===== config.mk =====
export PLATFORM = sky130hd
export DESIGN_NAME = vd_dispatch
export DESIGN_NICKNAME = d
export VERILOG_FILES = /design/src/rtl/vd_pkg.sv /design/src/rtl/vd_isa_xlate.sv /design/src/rtl/vd_edge.sv /design/src/rtl/vd_lowest_pick.sv /design/src/rtl/vd_mailbox.sv /design/src/rtl/vd_dispatch.sv
export SDC_FILE = /design/constraint.sdc
export NUM_CORES = 1
export LEC_CHECK = 0
export BUFFER_PORTS_ARGS = -buffer_cell sky130_fd_sc_hd__buf_4
export CAP_MARGIN = 0
export CORE_MARGIN = 2
export CORE_UTILIZATION = 53
export CTS_CLUSTER_DIAMETER = 80
export DETAILED_ROUTE_END_ITERATION = 10
export PLACE_DENSITY = 0.86
export SKIP_CTS_REPAIR_TIMING = 1
export SYNTH_ARGS = -nofsm -noshare
export SYNTH_HDL_FRONTEND = slang
export SYNTH_SLANG_ARGS = --single-unit
export TNS_END_PERCENT = 100

===== constraint.sdc =====
create_clock -name clk -period 3.7 [get_ports clk]
set_input_delay 0.555 -clock clk [delete_from_list [all_inputs] [get_ports clk]]
set_output_delay 0.555 -clock clk [all_outputs]
set_load 0.02 [all_outputs]

===== src/rtl/vd_pkg.sv =====
// Shared constants and the fixed ISA-to-vector translation for the
// vectored interrupt dispatch unit. Assumes the ISA bus has 16 lines.
package vd_pkg;
    localparam int ISA_N      = 16;
    localparam int MARK_SHIFT = 6;
    localparam logic [4:0] MARK = 5'h1F;

    typedef struct packed {
        logic       valid;
        logic [7:0] vec;
    } isa_map_t;

    // Fixed sparse translation; unmapped lines return valid = 0
    function automatic isa_map_t isa_to_vec(input int line);
        isa_map_t m;
        m.valid = 1'b1;
        case (line)
            7:       m.vec = 8'h22;
            6:       m.vec = 8'h27;
            1:       m.vec = 8'h29;
            12:      m.vec = 8'h2A;
            4:       m.vec = 8'h2B;
            default: begin m.valid = 1'b0; m.vec = 8'h00; end
        endcase
        return m;
    endfunction
endpackage


===== src/rtl/vd_isa_xlate.sv =====
// Merges the ISA lines onto the vector lines through the fixed
// translation. Purely combinational; assumes every mapped vector is
// below NUM_VEC.
module vd_isa_xlate #(
    parameter int NUM_VEC = 48
) (
    input  logic [NUM_VEC-1:0]        vec_lines,
    input  logic [vd_pkg::ISA_N-1:0]  isa_lines,
    output logic [NUM_VEC-1:0]        merged
);
    // ORs each mapped ISA line into the vector it translates to
    always_comb begin
        merged = vec_lines;
        for (int n = 0; n < vd_pkg::ISA_N; n++) begin
            if (vd_pkg::isa_to_vec(n).valid && isa_lines[n])
                merged[vd_pkg::isa_to_vec(n).vec] = 1'b1;
        end
    end
endmodule


===== src/rtl/vd_edge.sv =====
// Registers each merged level and flags the lines that rose this cycle.
// Assumes the inputs are already synchronous to clk.
module vd_edge #(
    parameter int NUM_VEC = 48
) (
    input  logic               clk,
    input  logic               rst_n,
    input  logic [NUM_VEC-1:0] level,
    output logic [NUM_VEC-1:0] rise
);
    logic [NUM_VEC-1:0] prev_q;

    for (genvar i = 0; i < NUM_VEC; i++) begin : g_line
        // Holds the previous level of line i
        always_ff @(posedge clk) begin
            if (!rst_n) prev_q[i] <= 1'b0;
            else        prev_q[i] <= level[i];
        end
        assign rise[i] = level[i] & ~prev_q[i];
    end
endmodule


===== src/rtl/vd_lowest_pick.sv =====
// Selects the lowest-numbered requesting vector. Combinational; the
// grant vector is one-hot or zero.
module vd_lowest_pick #(
    parameter int NUM_VEC = 48,
    localparam int VEC_W = $clog2(NUM_VEC)
) (
    input  logic               clk,
    input  logic               rst_n,
    input  logic [NUM_VEC-1:0] req,
    output logic               any,
    output logic [VEC_W-1:0]   idx,
    output logic [NUM_VEC-1:0] grant
);
    // Scans downward so that the lowest set index is the one kept
    always_comb begin
        idx   = '0;
        grant = '0;
        for (int i = NUM_VEC - 1; i >= 0; i--) begin
            if (req[i]) begin
                idx   = VEC_W'(i);
                grant = '0;
                grant[i] = 1'b1;
            end
        end
        any = |req;
    end

    // no more than one vector is granted
    assert_grant_onehot_R10: assert property (@(posedge clk) disable iff (!rst_n)
        $onehot0(grant));
    // a grant is given exactly when some request is present
    assert_grant_when_req_R10: assert property (@(posedge clk) disable iff (!rst_n)
        any |-> ($countones(grant) == 1));
endmodule


===== src/rtl/vd_mailbox.sv =====
// Single-slot mailbox: accepts one vector when idle, composes the data
// words, raises the request and wake, and releases when the held line
// drops. Assumes level reflects the merged interrupt levels.
module vd_mailbox #(
    parameter int NUM_VEC = 48,
    parameter int DATA_W  = 64,
    parameter int TRAP_W  = 9,
    parameter logic [TRAP_W-1:0] TRAP_IVEC = 9'h060,
    localparam int VEC_W = $clog2(NUM_VEC)
) (
    input  logic               clk,
    input  logic               rst_n,
    input  logic [NUM_VEC-1:0] level,
    input  logic               rise_any,
    input  logic [VEC_W-1:0]   rise_vec,
    output logic               busy,
    output logic               hard_req,
    output logic [TRAP_W-1:0]  trap_idx,
    output logic               wake,
    output logic [DATA_W-1:0]  word0,
    output logic [DATA_W-1:0]  word1,
    output logic [DATA_W-1:0]  word2
);
    logic             busy_q, wake_q;
    logic [VEC_W-1:0] held_q;
    logic             accept, release_slot;

    assign accept       = rise_any && !busy_q;
    assign release_slot = busy_q && !level[held_q];

    // Slot state: fill on an idle raise, empty when the held line drops
    always_ff @(posedge clk) begin
        if (!rst_n) begin
            busy_q <= 1'b0;
            held_q <= '0;
        end else if (accept) begin
            busy_q <= 1'b1;
            held_q <= rise_vec;
        end else if (release_slot) begin
            busy_q <= 1'b0;
        end
    end

    // Data words composed on acceptance and kept until the next one
    always_ff @(posedge clk) begin
        if (!rst_n) begin
            word0 <= '0;
            word1 <= '0;
            word2 <= '0;
        end else if (accept) begin
            word0 <= DATA_W'({vd_pkg::MARK, {(vd_pkg::MARK_SHIFT - VEC_W){1'b0}}, rise_vec});
            word1 <= '0;
            word2 <= '0;
        end
    end

    // One-cycle wake pulse per accepted raise
    always_ff @(posedge clk) begin
        if (!rst_n) wake_q <= 1'b0;
        else        wake_q <= accept;
    end

    assign busy     = busy_q;
    assign hard_req = busy_q;
    assign trap_idx = busy_q ? TRAP_IVEC : '0;
    assign wake     = wake_q;

    // an idle raise fills the slot on the next edge
    assert_accept_sets_busy_R2: assert property (@(posedge clk) disable iff (!rst_n)
        (rise_any && !busy) |=> busy);
    // while the held line stays high the slot and word 0 do not change
    assert_busy_holds_R6: assert property (@(posedge clk) disable iff (!rst_n)
        (busy && level[held_q]) |=> (busy && $stable(word0)));
    // the held line dropping empties the slot
    assert_release_R7: assert property (@(posedge clk) disable iff (!rst_n)
        (busy && !level[held_q]) |=> !busy);
    // wake appears only right after the slot filled
    assert_wake_after_fill_R9: assert property (@(posedge clk) disable iff (!rst_n)
        wake |-> busy);
    // a newly filled slot has cleared auxiliary words
    assert_aux_clear_R3: assert property (@(posedge clk) disable iff (!rst_n)
        $rose(busy) |-> (word1 == '0 && word2 == '0));
endmodule


===== src/rtl/vd_dispatch.sv =====
// Top of the vectored interrupt dispatch unit: merges the ISA lines
// onto the vector lines, detects raises, picks the lowest vector, and
// feeds the single-slot mailbox. The register port is combinational.
module vd_dispatch #(
    parameter int NUM_VEC = 48,
    parameter int DATA_W  = 64,
    parameter int TRAP_W  = 9,
    parameter logic [TRAP_W-1:0] TRAP_IVEC = 9'h060,
    localparam int VEC_W  = $clog2(NUM_VEC),
    localparam int ADDR_W = 2
) (
    input  logic                     clk,
    input  logic                     rst_n,
    input  logic [NUM_VEC-1:0]       vec_lines,
    input  logic [vd_pkg::ISA_N-1:0] isa_lines,
    input  logic [ADDR_W-1:0]        rd_addr,
    output logic [DATA_W-1:0]        rd_data,
    output logic                     busy,
    output logic                     hard_req,
    output logic [TRAP_W-1:0]        trap_idx,
    output logic                     wake
);
    logic [NUM_VEC-1:0] merged, rise, grant;
    logic               rise_any;
    logic [VEC_W-1:0]   rise_vec;
    logic [DATA_W-1:0]  word0, word1, word2;

    vd_isa_xlate #(.NUM_VEC(NUM_VEC)) u_xlate (
        .vec_lines(vec_lines), .isa_lines(isa_lines), .merged(merged));

    vd_edge #(.NUM_VEC(NUM_VEC)) u_edge (
        .clk(clk), .rst_n(rst_n), .level(merged), .rise(rise));

    vd_lowest_pick #(.NUM_VEC(NUM_VEC)) u_pick (
        .clk(clk), .rst_n(rst_n), .req(rise),
        .any(rise_any), .idx(rise_vec), .grant(grant));

    vd_mailbox #(.NUM_VEC(NUM_VEC), .DATA_W(DATA_W), .TRAP_W(TRAP_W),
                 .TRAP_IVEC(TRAP_IVEC)) u_box (
        .clk(clk), .rst_n(rst_n), .level(merged),
        .rise_any(rise_any), .rise_vec(rise_vec),
        .busy(busy), .hard_req(hard_req), .trap_idx(trap_idx), .wake(wake),
        .word0(word0), .word1(word1), .word2(word2));

    // Register read mux: three data words and the status word
    always_comb begin
        case (rd_addr)
            2'd0:    rd_data = word0;
            2'd1:    rd_data = word1;
            2'd2:    rd_data = word2;
            default: rd_data = DATA_W'({busy, 5'b0_0000});
        endcase
    end

    // the request and the trap index follow the slot state
    assert_req_trap_R8: assert property (@(posedge clk) disable iff (!rst_n)
        hard_req == (trap_idx == TRAP_IVEC));
    // the status word carries busy in bit 5
    assert_status_bit_R3: assert property (@(posedge clk) disable iff (!rst_n)
        (rd_addr == 2'd3) |-> (rd_data[5] == hard_req));
endmodule


* Word level (Yosys, flattened, before mapping)
Index checks and enable logic that the tools add are counted.
Word-level totals: bits in registers 63, latch bits 0, RAM bits 0, bits in read-only memories 0, input port bits 68, output and inout bits 76, word-level logic and storage cells 253, memories 0
Operators by class: $add $sub $neg 0, multiply operators 0, div/mod/pow operators 0, $lt $le $gt $ge 11, equality and inequality tests 2, shift-type cells 0, muxes and demuxes 74, bitwise gates (word level) 101, reductions and logical operators 13
Operators with widths (count):
- 6-bit two-way mux | 48
- 48-bit two-way mux | 5
- 48-bit bitwise OR | 5
- 1-bit bitwise AND | 48
- 1-bit NOT | 48
- 48-bit OR reduction | 1
- 8-bit by 1-bit greater-or-equal comparator with 1-bit output (second input constant) | 5
- 8-bit by 7-bit less-than comparator with 1-bit output (second input constant) | 5
- 8-bit two-way mux | 5
- 1-bit demux with 6-bit select | 5
- 11-bit one-hot mux with 2 select lines | 1
- 1-bit two-way mux | 8
- 1-bit logical AND | 7
- 6-bit by 7-bit less-than comparator with 1-bit output (second input constant) | 1
- 7-bit two-way mux | 1
- 1-bit binary-select mux with 6-bit select | 1
- 2-bit by 1-bit equality test with 1-bit output (second input constant) | 1
- 2-bit equality test (second input constant) | 1
- 1-bit logical NOT | 2
- 2-bit logical NOT | 1
- 2-bit nonzero test | 1
- 2-bit OR reduction | 1

* Longest topological paths before layout
Gate-level depths: netlist of run 1.
word-level depth 64, gate-level depth with buffers 8

* Hierarchy
A second synthesis of run 1 with hierarchy kept.
Unflattened totals: cells, all modules 798, area, all modules 6726.5 sq um
Modules (own cells, without submodules):
- vd_mailbox | instances 1, cells an instance 276, area an instance 2259.7 sq um, sequential area each 180.2 sq um
- vd_edge | instances 1, cells an instance 149, area an instance 1605.3 sq um, sequential area each 960.9 sq um
- vd_dispatch | instances 1, cells an instance 149, area an instance 1375.1 sq um, sequential area each 0.0 sq um
- vd_lowest_pick | instances 1, cells an instance 176, area an instance 1132.3 sq um, sequential area each 0.0 sq um
- vd_isa_xlate | instances 1, cells an instance 48, area an instance 354.1 sq um, sequential area each 0.0 sq um

* Least setup slack after synthesis of run 1
No wires, ideal clock.
path kind input-to-reg, from in isa_lines[1] (netlist bit), to reg u_box.held_q[2], arrival time 2142 ps, required time 3583 ps, slack 1441 ps, stages on the path 6, path through o21ba_1 or4b_4 and4bb_4 a41oi_4 and4b_1 a32o_1
Between the ends: word-level cells in the longest chain between the ends 58, elaborated cells on any way between the ends 107, classes of those cells 53 x mux; 52 x bitwise; 2 x reduce/logical
Ends and longest elaborated chain:
- start, declared | line vd_dispatch.sv:15 | input logic [vd_pkg::ISA_N-1:0] isa_lines,
- 48-bit two-way mux * | line vd_isa_xlate.sv:15 | if (vd_pkg::isa_to_vec(n).valid && isa_lines[n])
- 48-bit bitwise OR (no source line)
- 48-bit two-way mux * | line vd_isa_xlate.sv:15
- 48-bit bitwise OR (no source line)
- 48-bit two-way mux * | line vd_isa_xlate.sv:15
- 48-bit bitwise OR (no source line)
- 48-bit two-way mux * | line vd_isa_xlate.sv:15
- 48-bit bitwise OR (no source line)
- 48-bit two-way mux * | line vd_isa_xlate.sv:15
- 1-bit bitwise AND | line vd_edge.sv:19 | assign rise[i] = level[i] & ~prev_q[i];
- 6-bit two-way mux (48 in series) | line vd_lowest_pick.sv:19 | if (req[i]) begin
- end signal, assigned | line vd_mailbox.sv:38 | held_q <= rise_vec;
- end, declared | line vd_mailbox.sv:25 | logic [VEC_W-1:0] held_q;
Every way passes the cells marked *; elsewhere a longest branch is shown, timed or not. A chain may end at the register's enable or synchronous reset.

==> out/metrics.csv, run 1 <==
metric;value;unit
status;finished clean;
synthesis.area;3600;sq um
max-vdd-ir-drop;282;uV
drcViolationCount;0;
post-route-min-period;2410;ps
setup.worst_path.start;u_box.held_q[0]$_SDFFE_PN0P_;
synth-edff-count;0;
setup_viol;0;
die_w;86.4;um
hpwl;6080;um
ant_nets;0;
core_area;6680;sq um
ios;144;
dr.pass1.iters;5;
chipHeight;86.4;um
switchingPower;0.447;mW
row_count;30;
maxCapViolCount;0;
io_buffers;72;
wl;7930;um
cts.sinks;57;
tightest_slew;806;ps
p_int;1.09;mW
path_clk_slew;60;ps
ys_types;52;
grt_max_degree;60;
max_freq;416;MHz
clock_skew;3.45;ps
initial_utilization;53.9;%
p_comb_share;22.2;%
n_antenna_cell;0;
area_growth;13.0;%
post-route-period-util;65.0;%
seq_power_share;44.3;%
clock_latency;340;ps
via_count;2896;
r2r-start;u_box.held_q[0]$_SDFFE_PN0P_;
final_max_slew_viol_count;0;
wl_per_cell;14.3;um
fp.dieArea;7460;sq um
place_congestion;0.853;
cp-end-kind;output port;
worst-setup-path-type;flop to output port;
relSlewSlack;46.2;%
grt_pass1_wl;12800;um
hold_violations;0;
vias_per_cell;5.22;
cts_max_path_buffers;2;
cts_root_buf;clkbuf_8;
grt_pass1_vias;2759;
fill_cells;559;
ys.flop_type;dfxtp_1;
fin_nets;541;
switching_share;29.2;%
place_ws;1160;ps
drtIter0Drc;213;
yosys_warnings;0;
ys_seq_area_share;31.7;%
grt-ovfl-total;0;
clock_power_share;33.4;%
grt.total_usage;22.4;%
powerDensity;377;nW/um^2
p_leak;1.82;nW
setup_tns;0;ps
async_reset_ff_share;0;%
synth_cells;409;
antenna_found_initial;0;
required;3140;ps
cp_max_fo;11;
cts_buffers;9;
h-tree-depth;3;
final_cell_mix;73 x buf_4, 60 x conb_1, 57 x dfxtp_1;
syn_avg_cell_area;8.80;sq um
grt_setup_unrepaired;no;
ys_ff_latch;57;
hp-class;input pin to flop;
cp.arrival;1850;ps
hp-start;vec_lines[8];
drive_above_1_share;22.9;%
crit_path_start_kind;flop;
worst_slack;1290;ps
layout_commonest_cell;buf_4;
cts_tree;done;
state kept, by name, indices dropped and copies added (netlist names):
| name | cells |
|---|---|
| u_box.busy | 1 |
| u_edge.prev_q | 48 |
| u_box.word0 | 2 |
| u_box.held_q | 5 |
| u_box.wake | 1 |
cell families (layout without fill, tap and decap cells):
| group | Yosys count | in the layout | share of synthesized area (%) |
|---|---|---|---|
| simple gates | 177 | 177 | 29.3 |
| buf+inv | 89 | 96 | 16.9 |
| compound gates | 70 | 70 | 13.9 |
| flops | 57 | 57 | 31.7 |
| mux | 15 | 15 | 8.00 |
| other cells | 1 | 60 | 0.104 |
metrics by stage:
step	area [sq um]	utilization [%]	power (mW)	cells	hold slack, ps
finish	4070	60.9	1.53	555	433
global route	4070	60.9	1.61	555	428
CTS	4070	60.9	1.54	555	422
detailed placement	3900	58.3	1.03	542	452
global placement	3900	58.3	1.02	542	443
floorplan	3820	-	0.973	468	432
worst paths after layout:
kind	end	slack (ps)	cells after the start
worst min register to register	u_box.word0[6]$_SDFFE_PN0P_	460	1
worst max register to register	u_box.busy$_SDFFE_PN0P_	1320	6
worst max-delay path	rd_data[0]	1290	4
worst min-delay path	u_edge.prev_q[8]$_SDFF_PN0_	430	2
routing by layer:
metal	share of wire (%)	up-vias	track usage, %
met5	0	-	0
met4	3.0	0	10.7
met3	6.6	22	5.71
met2	49	136	37.4
met1	42	1325	26.9
li1	-	1413	-
synthesized netlist by cell type (all sizes together), types with 2 or more instances:
cell      n  area, sq um
a2111oi   3         26.3
a211oi    5         37.5
a21boi    3         22.5
a21oi     9         45.0
a31oi     4         25.0
and2     50          314
and2b     5         38.8
and4b     2         20.0
and4bb    3         41.3
buf      74          552
clkbuf    5         18.8
dfxtp    57         1140
inv       9         33.8
mux2i     4         40.0
mux4     11          248
nand2    21         78.8
nand2b   29          181
nand3     5         25.0
nand4     3         18.8
nor2     19         71.3
nor2b    19          119
nor3      6         30.0
nor4      3         18.8
nor4b     4         35.0
o2111ai   4         35.0
o211ai    6         45.0
o21a      4         30.0
o21ai    18         90.1
o21ba     3         30.0
o21bai    2         15.0
o31ai     2         15.0
or2       2         12.5
or2b      2         15.0
worst max-delay path: stages (launching register included):
cell and delay [ps]:
dfxtp_1 840, buf_4 260, inv_1 60, nor3_1 180, buf_4 170
power groups by stage:
stage | combinational, mW | clock (mW) | sequential (mW)
3_3_place_gp | 0.332 | 0 | 0.692
2_1_floorplan | 0.299 | 0 | 0.674
5_1_grt | 0.374 | 0.548 | 0.685
6_report | 0.341 | 0.513 | 0.680
4_1_cts | 0.340 | 0.523 | 0.681
3_5_place_dp | 0.338 | 0 | 0.694
area by class of cell:
| class | instances | area (sq um) | share of cell area (%) |
|---|---|---|---|
| Tap cell | 80 | 100 | 2.46 |
| Clock buffer | 13 | 169 | 4.15 |
| Inverter | 10 | 37.5 | 0.923 |
| Sequential cell | 57 | 1140 | 28.1 |
| Timing Repair Buffer | 73 | 548 | 13.5 |
| Multi-Input combinational cell | 322 | 2070 | 50.9 |
(Power assumes the default switching activity.)
==> inputs of run 2 (changes only) <==
- CORE_UTILIZATION: 53 -> 49
- PLACE_DENSITY: 0.86 -> 0.81
- clock period: 3.7 -> 2.4 ns (I/O delays scaled with it)
==> run 2 against run 1 <==
Compared with the run above: first-iteration DRC count fell by 32%; critical path depth rose by 2; worst setup slack got worse by 1000 ps; critical path type is now flop to flop; critical endpoint is now u_box.held_q[2]$_SDFFE_PN0P_; die area rose by 7.8%; core utilization fell by 2.9 points; largest power group unchanged; non-clock buffer count rose by 4; combinational power rose by 63%; cell count rose by 4.7%.
==> out/metrics.csv, run 2 (synthesis gave the netlist of run 1 again) <==
metric;value;unit;change
cts_buffers;9;;unchanged
grt_pass1_vias;2778;;+0.69%
relSlewSlack;67.8;%;+22 points
clock_skew;9.04;ps;+5.59 ps
core_area;7180;sq um;+7.4%
cts_root_buf;clkbuf_8;;
drive_above_1_share;24.1;%;+1.1 points
cp.arrival;2360;ps;+510 ps
chipHeight;89.7;um;+3.8%
via_count;2946;;+1.7%
maxCapViolCount;0;;unchanged
final_cell_mix;76 x buf_4, 60 x conb_1, 57 x dfxtp_1;;
grt.total_usage;20.9;%;-1.5 points
drcViolationCount;0;;unchanged
dr.pass1.iters;4;;-1
post-route-min-period;2130;ps;
reg_top3;u_edge.prev_q (48), u_box.held_q (5), u_box.word0 (2);;
use_met2;36.8;%;-0.65 points
grtUsageMet3;6.67;%;+0.96 points
grt_max_degree;60;;unchanged
grt-busiest-layer;met2;;
grt-ovfl-total;0;;unchanged
grtUsageMet1;24.2;%;-2.7 points
grt_pass1_wl;12600;um;-1.7%
final_max_slew_viol_count;0;;unchanged
path_clk_slew;70;ps;about the same
vias_per_cell;5.07;;-2.8%
setup_viol;0;;unchanged
layout_commonest_cell;buf_4;;
drtIter0Drc;144;;-32%
stdcell_count;581;;+4.7%
p_total;2.44;mW;+59%
fp.dieArea;8050;sq um;+7.8%
status;finished clean;;
cp_slowest_cell;or4b_4;;
grt_setup_unrepaired;no;;
initial_utilization;50.1;%;-3.7 points
dp.cells;565;;+4.2%
hp-class;input pin to flop;;
wl;8030;um;+1.3%
fin_nets;545;;+0.74%
row_count;31;;+3.3%
p_leak;1.86;nW;+2.2%
cts_tree;done;;
max-vdd-ir-drop;378;uV;+34%
worst-setup-path-type;flop to flop;;
tightest_slew;470;ps;-336 ps
n_antenna_cell;0;;unchanged
post-route-period-util;88.9;%;
required;2620;ps;-520 ps
wl_per_cell;13.8;um;-3.3%
die_w;89.7;um;+3.8%
cp_cell_sequence;and2b_1 -> or4b_4 -> and4bb_4 -> a41oi_4 -> and4b_1 -> a32o_1;;
hpwl;6140;um;+0.98%
largest_reg_flops;48;;unchanged
powerDensity;587;nW/um^2;+56%
antenna_found_initial;0;;unchanged
ant_nets;0;;unchanged
ios;144;;unchanged
cts.sinks;57;;unchanged
place_congestion;0.845;;-0.96%
area_growth;15.5;%;
h-tree-depth;3;;unchanged
cp-end-kind;flop;;
fill_cells;645;;+15%
io_buffers;72;;unchanged
setup_tns;0;ps;unchanged
whs;235;ps;-198 ps
place_ws;101;ps;-1060 ps
worst_slack;266;ps;-1030 ps
cpPeakStageDelay;540;ps;-300 ps
regMostFlops;u_edge.prev_q;;
max_freq;469;MHz;
crit_path_start_kind;flop;;
clock_latency;340;ps;about the same
cp_max_fo;9;;-2
hold_violations;0;;unchanged
cts_max_path_buffers;2;;unchanged
[run 2: cell types whose count changed in the layout (fill, tap and decap cells not counted), sizes merged]
cell	change
buf	+4
clkbuf	+1
clkinv	+2
[run 2: layer usage]
layer	vias up	wire length, um
li1	1422	-
met1	1369	3240
met2	144	4050
met3	11	646
met4	0	89
met5	-	0
[run 2: final cells by class]
class / instances / area (sq um) / share of cell area [%]
clock inverters: 2 / 10.0 / 0.241
clock buffers: 14 / 183 / 4.39
multi-input cells: 322 / 2070 / 49.8
inverters: 10 / 37.5 / 0.903
well taps: 99 / 124 / 2.98
flip-flops and latches: 57 / 1140 / 27.5
repair buffers: 77 / 591 / 14.2
[run 2: worst paths after layout]
check                               start                           end  slack, ps  depth (start not counted)
min                          vec_lines[8]   u_edge.prev_q[8]$_SDFF_PN0_        230                          2
min reg2reg   u_box.word0[6]$_SDFFE_PN0P_   u_box.word0[6]$_SDFFE_PN0P_        460                          1
max          u_edge.prev_q[40]$_SDFF_PN0_  u_box.held_q[2]$_SDFFE_PN0P_        270                          6
max reg2reg  u_edge.prev_q[40]$_SDFF_PN0_  u_box.held_q[2]$_SDFFE_PN0P_        270                          6
[run 2: worst max-delay path, delay by kind of cell (launching register included)]
kind,cells,cell delay [ps]
flip-flops,1,310
AND/OR/NAND/NOR,4,1330
AO/OA/AOI/OAI,2,370
[run 2: metrics by stage]
stage / instance area (sq um) / utilization (%)
finish: 4160 / 57.9
global placement: 3960 / 55.2
CTS: 4160 / 57.9
detailed placement: 3960 / 55.2
global route: 4160 / 57.9
floorplan: 3820 / -
[run 2: report_power, final]
| group | total, mW | switching, mW | internal [mW] |
|---|---|---|---|
| clock network | 0.854 | 0.370 | 0.484 |
| registers | 1.03 | 0.0285 | 1.00 |
| logic | 0.557 | 0.316 | 0.241 |
| total | 2.44 | 0.714 | 1.73 |
==> inputs of run 3 (changes only) <==
- PLACE_DENSITY: 0.81 -> 0.92
==> run 3 against run 2 <==
Compared with the run above: cell count stayed put; critical path depth unchanged; largest cell class unchanged; fmax fell by 0.83%; via count is 1.3% higher; critical path type unchanged; clock power is 11% higher; core utilization rose by 0.23 points; combinational power is essentially flat; hold slack got worse by 0.60 ps; clock skew is 4.0 ps higher; worst setup slack worse by 18 ps; global-route usage grew 0.32 points.
==> out/metrics.csv, run 3 (synthesis gave the netlist of run 1 again) <==
metric;value;unit;change
clock_power_share;37.3;%;+2.3 points
cts_root_buf;clkbuf_8;;
cts_max_path_buffers;2;;unchanged
grt.total_usage;21.2;%;+0.32 points
largest_reg_flops;48;;unchanged
vias_per_cell;5.14;;+1.3%
initial_utilization;50.1;%;unchanged
fin_nets;546;;+0.18%
cpPeakStageDelay;540;ps;about the same
wl_per_cell;13.8;um;+0.19%
cp-end-kind;flop;;
cp.arrival;2370;ps;about the same
grt-ovfl-total;0;;unchanged
grt_setup_unrepaired;no;;
n_antenna_cell;0;;unchanged
seq_power_share;40.7;%;-1.5 points
cp_cell_sequence;and2b_1 -> or4b_4 -> and4bb_4 -> a41oi_4 -> and4b_1 -> a32o_1;;
fp.dieArea;8050;sq um;unchanged
path_clk_slew;70;ps;about the same
p_comb_share;22.0;%;-0.8 points
reg_top3;u_edge.prev_q (48), u_box.held_q (5), u_box.word0 (2);;
worst-setup-path-type;flop to flop;;
layout_commonest_cell;buf_4;;
dr_wl_met2;3930;um;-3.0%
required;2620;ps;about the same
hpwl;6340;um;+3.1%
die_w;89.7;um;unchanged
chipHeight;89.7;um;unchanged
highest_layer;met4;;
hp-class;input pin to flop;;
drtIter0Drc;253;;+76%
io_buffers;72;;unchanged
wl_met3;653;um;+1.1%
multi_input_comb_area;2070;sq um;unchanged
tightest_slew;479;ps;+9.28 ps
core_area;7180;sq um;unchanged
p_leak;1.87;nW;+0.57%
hold_violations;0;;unchanged
whs;234;ps;-0.599 ps
wl;8050;um;+0.19%
area_growth;16.0;%;
seq_area;1140;sq um;unchanged
final_area;4170;sq um;+0.39%
max_freq;465;MHz;-0.83%
cts.sinks;57;;unchanged
critPathBufInv;0;;unchanged
cts_buffers;9;;unchanged
cp_slowest_cell;or4b_4;;
p_int;1.82;mW;+5.7%
final_max_slew_viol_count;0;;unchanged
cp_max_fo;9;;unchanged
drcViolationCount;0;;unchanged
status;finished clean;;
grt_pass1_wl;13000;um;+3.0%
post-route-min-period;2150;ps;+17.9 ps
place_congestion;0.902;;+6.8%
fill_cells;615;;-4.7%
clock_latency;340;ps;about the same
cts_tree;done;;
row_count;31;;unchanged
setup_viol;0;;unchanged
wl_met1;3230;um;-0.59%
max-vdd-ir-drop;299;uV;-21%
dr.pass1.iters;4;;unchanged
setup_tns;0;ps;unchanged
crit_path_start_kind;flop;;
regMostFlops;u_edge.prev_q;;
ant_nets;0;;unchanged
antenna_found_initial;0;;unchanged
place_area;3960;sq um;-0.13%
drive_above_1_share;24.3;%;+0.21 points
final_util;58.2;%;+0.23 points
clock_skew;13.0;ps;+3.99 ps
grt_pass1_vias;2865;;+3.1%
h-tree-depth;3;;unchanged
post-route-period-util;89.6;%;+0.75 points
ios;144;;unchanged
grt_max_degree;60;;unchanged
relSlewSlack;67.2;%;-0.63 points
cp_top_family;simple AND/OR/NAND/NOR gates;;
switchingPower;0.705;mW;-1.4%
switching_share;27.9;%;-1.4 points
powerDensity;606;nW/um^2;+3.2%
maxCapViolCount;0;;unchanged
via_count;2984;;+1.3%
final_cell_mix;78 x buf_4, 60 x conb_1, 57 x dfxtp_1;;
p_total;2.53;mW;+3.6%
## run 3: cell count changes in the layout (fill, tap and decap cells not counted)
cell | before | now
clkinv_2 | 2 | 1
clkbuf_1 | 1 | 0
buf_4 | 76 | 78
buf_12 | 1 | 0
bufinv_16 | 0 | 1
## run 3: power by group through the flow
stage	clock [mW]	combinational, mW	sequential, mW
2_1_floorplan	0	0.460	1.04
3_3_place_gp	0	0.536	1.05
3_5_place_dp	0	0.552	1.05
4_1_cts	0.956	0.554	1.03
5_1_grt	1.00	0.616	1.04
6_report	0.944	0.556	1.03
## run 3: final cells by class
| cell class | instances | share of cell area [%] |
|---|---|---|
| multi-input cells | 322 | 49.6 |
| flip-flops and latches | 57 | 27.3 |
| inverters | 10 | 0.900 |
| repair buffers | 78 | 14.0 |
| well taps | 99 | 2.97 |
| clock inverters | 2 | 0.840 |
| clock buffers | 13 | 4.29 |
## run 3: layer usage
layer,track usage [%],vias to the layer above
met5,0,-
met4,9.23,0
met3,5.76,31
met2,36.6,158
met1,24.7,1372
li1,-,1423
## run 3: stage by stage
stage | cells | worst slack, ps
2_1_floorplan | 468 | 336
3_3_place_gp | 566 | 122
3_5_place_dp | 566 | 78.4
4_1_cts | 581 | 262
5_1_grt | 581 | 170
6_report | 581 | 249
## run 3: path summary, 6_finish.rpt
check,from,endpoint,slack [ps],cells after the start
min,vec_lines[0],u_edge.prev_q[0]$_SDFF_PN0_,230,2
max reg2reg,u_edge.prev_q[40]$_SDFF_PN0_,u_box.held_q[2]$_SDFFE_PN0P_,250,6
min reg2reg,u_box.word0[6]$_SDFFE_PN0P_,u_box.word0[6]$_SDFFE_PN0P_,460,1
max,u_edge.prev_q[40]$_SDFF_PN0_,u_box.held_q[2]$_SDFFE_PN0P_,250,6
## run 3: worst reg2reg max path: stages (launching register included)
cell and delay [ps]:
dfxtp_1 320, and2b_1 220, or4b_4 540, and4bb_4 350, a41oi_4 160, and4b_1 230
a32o_1 210
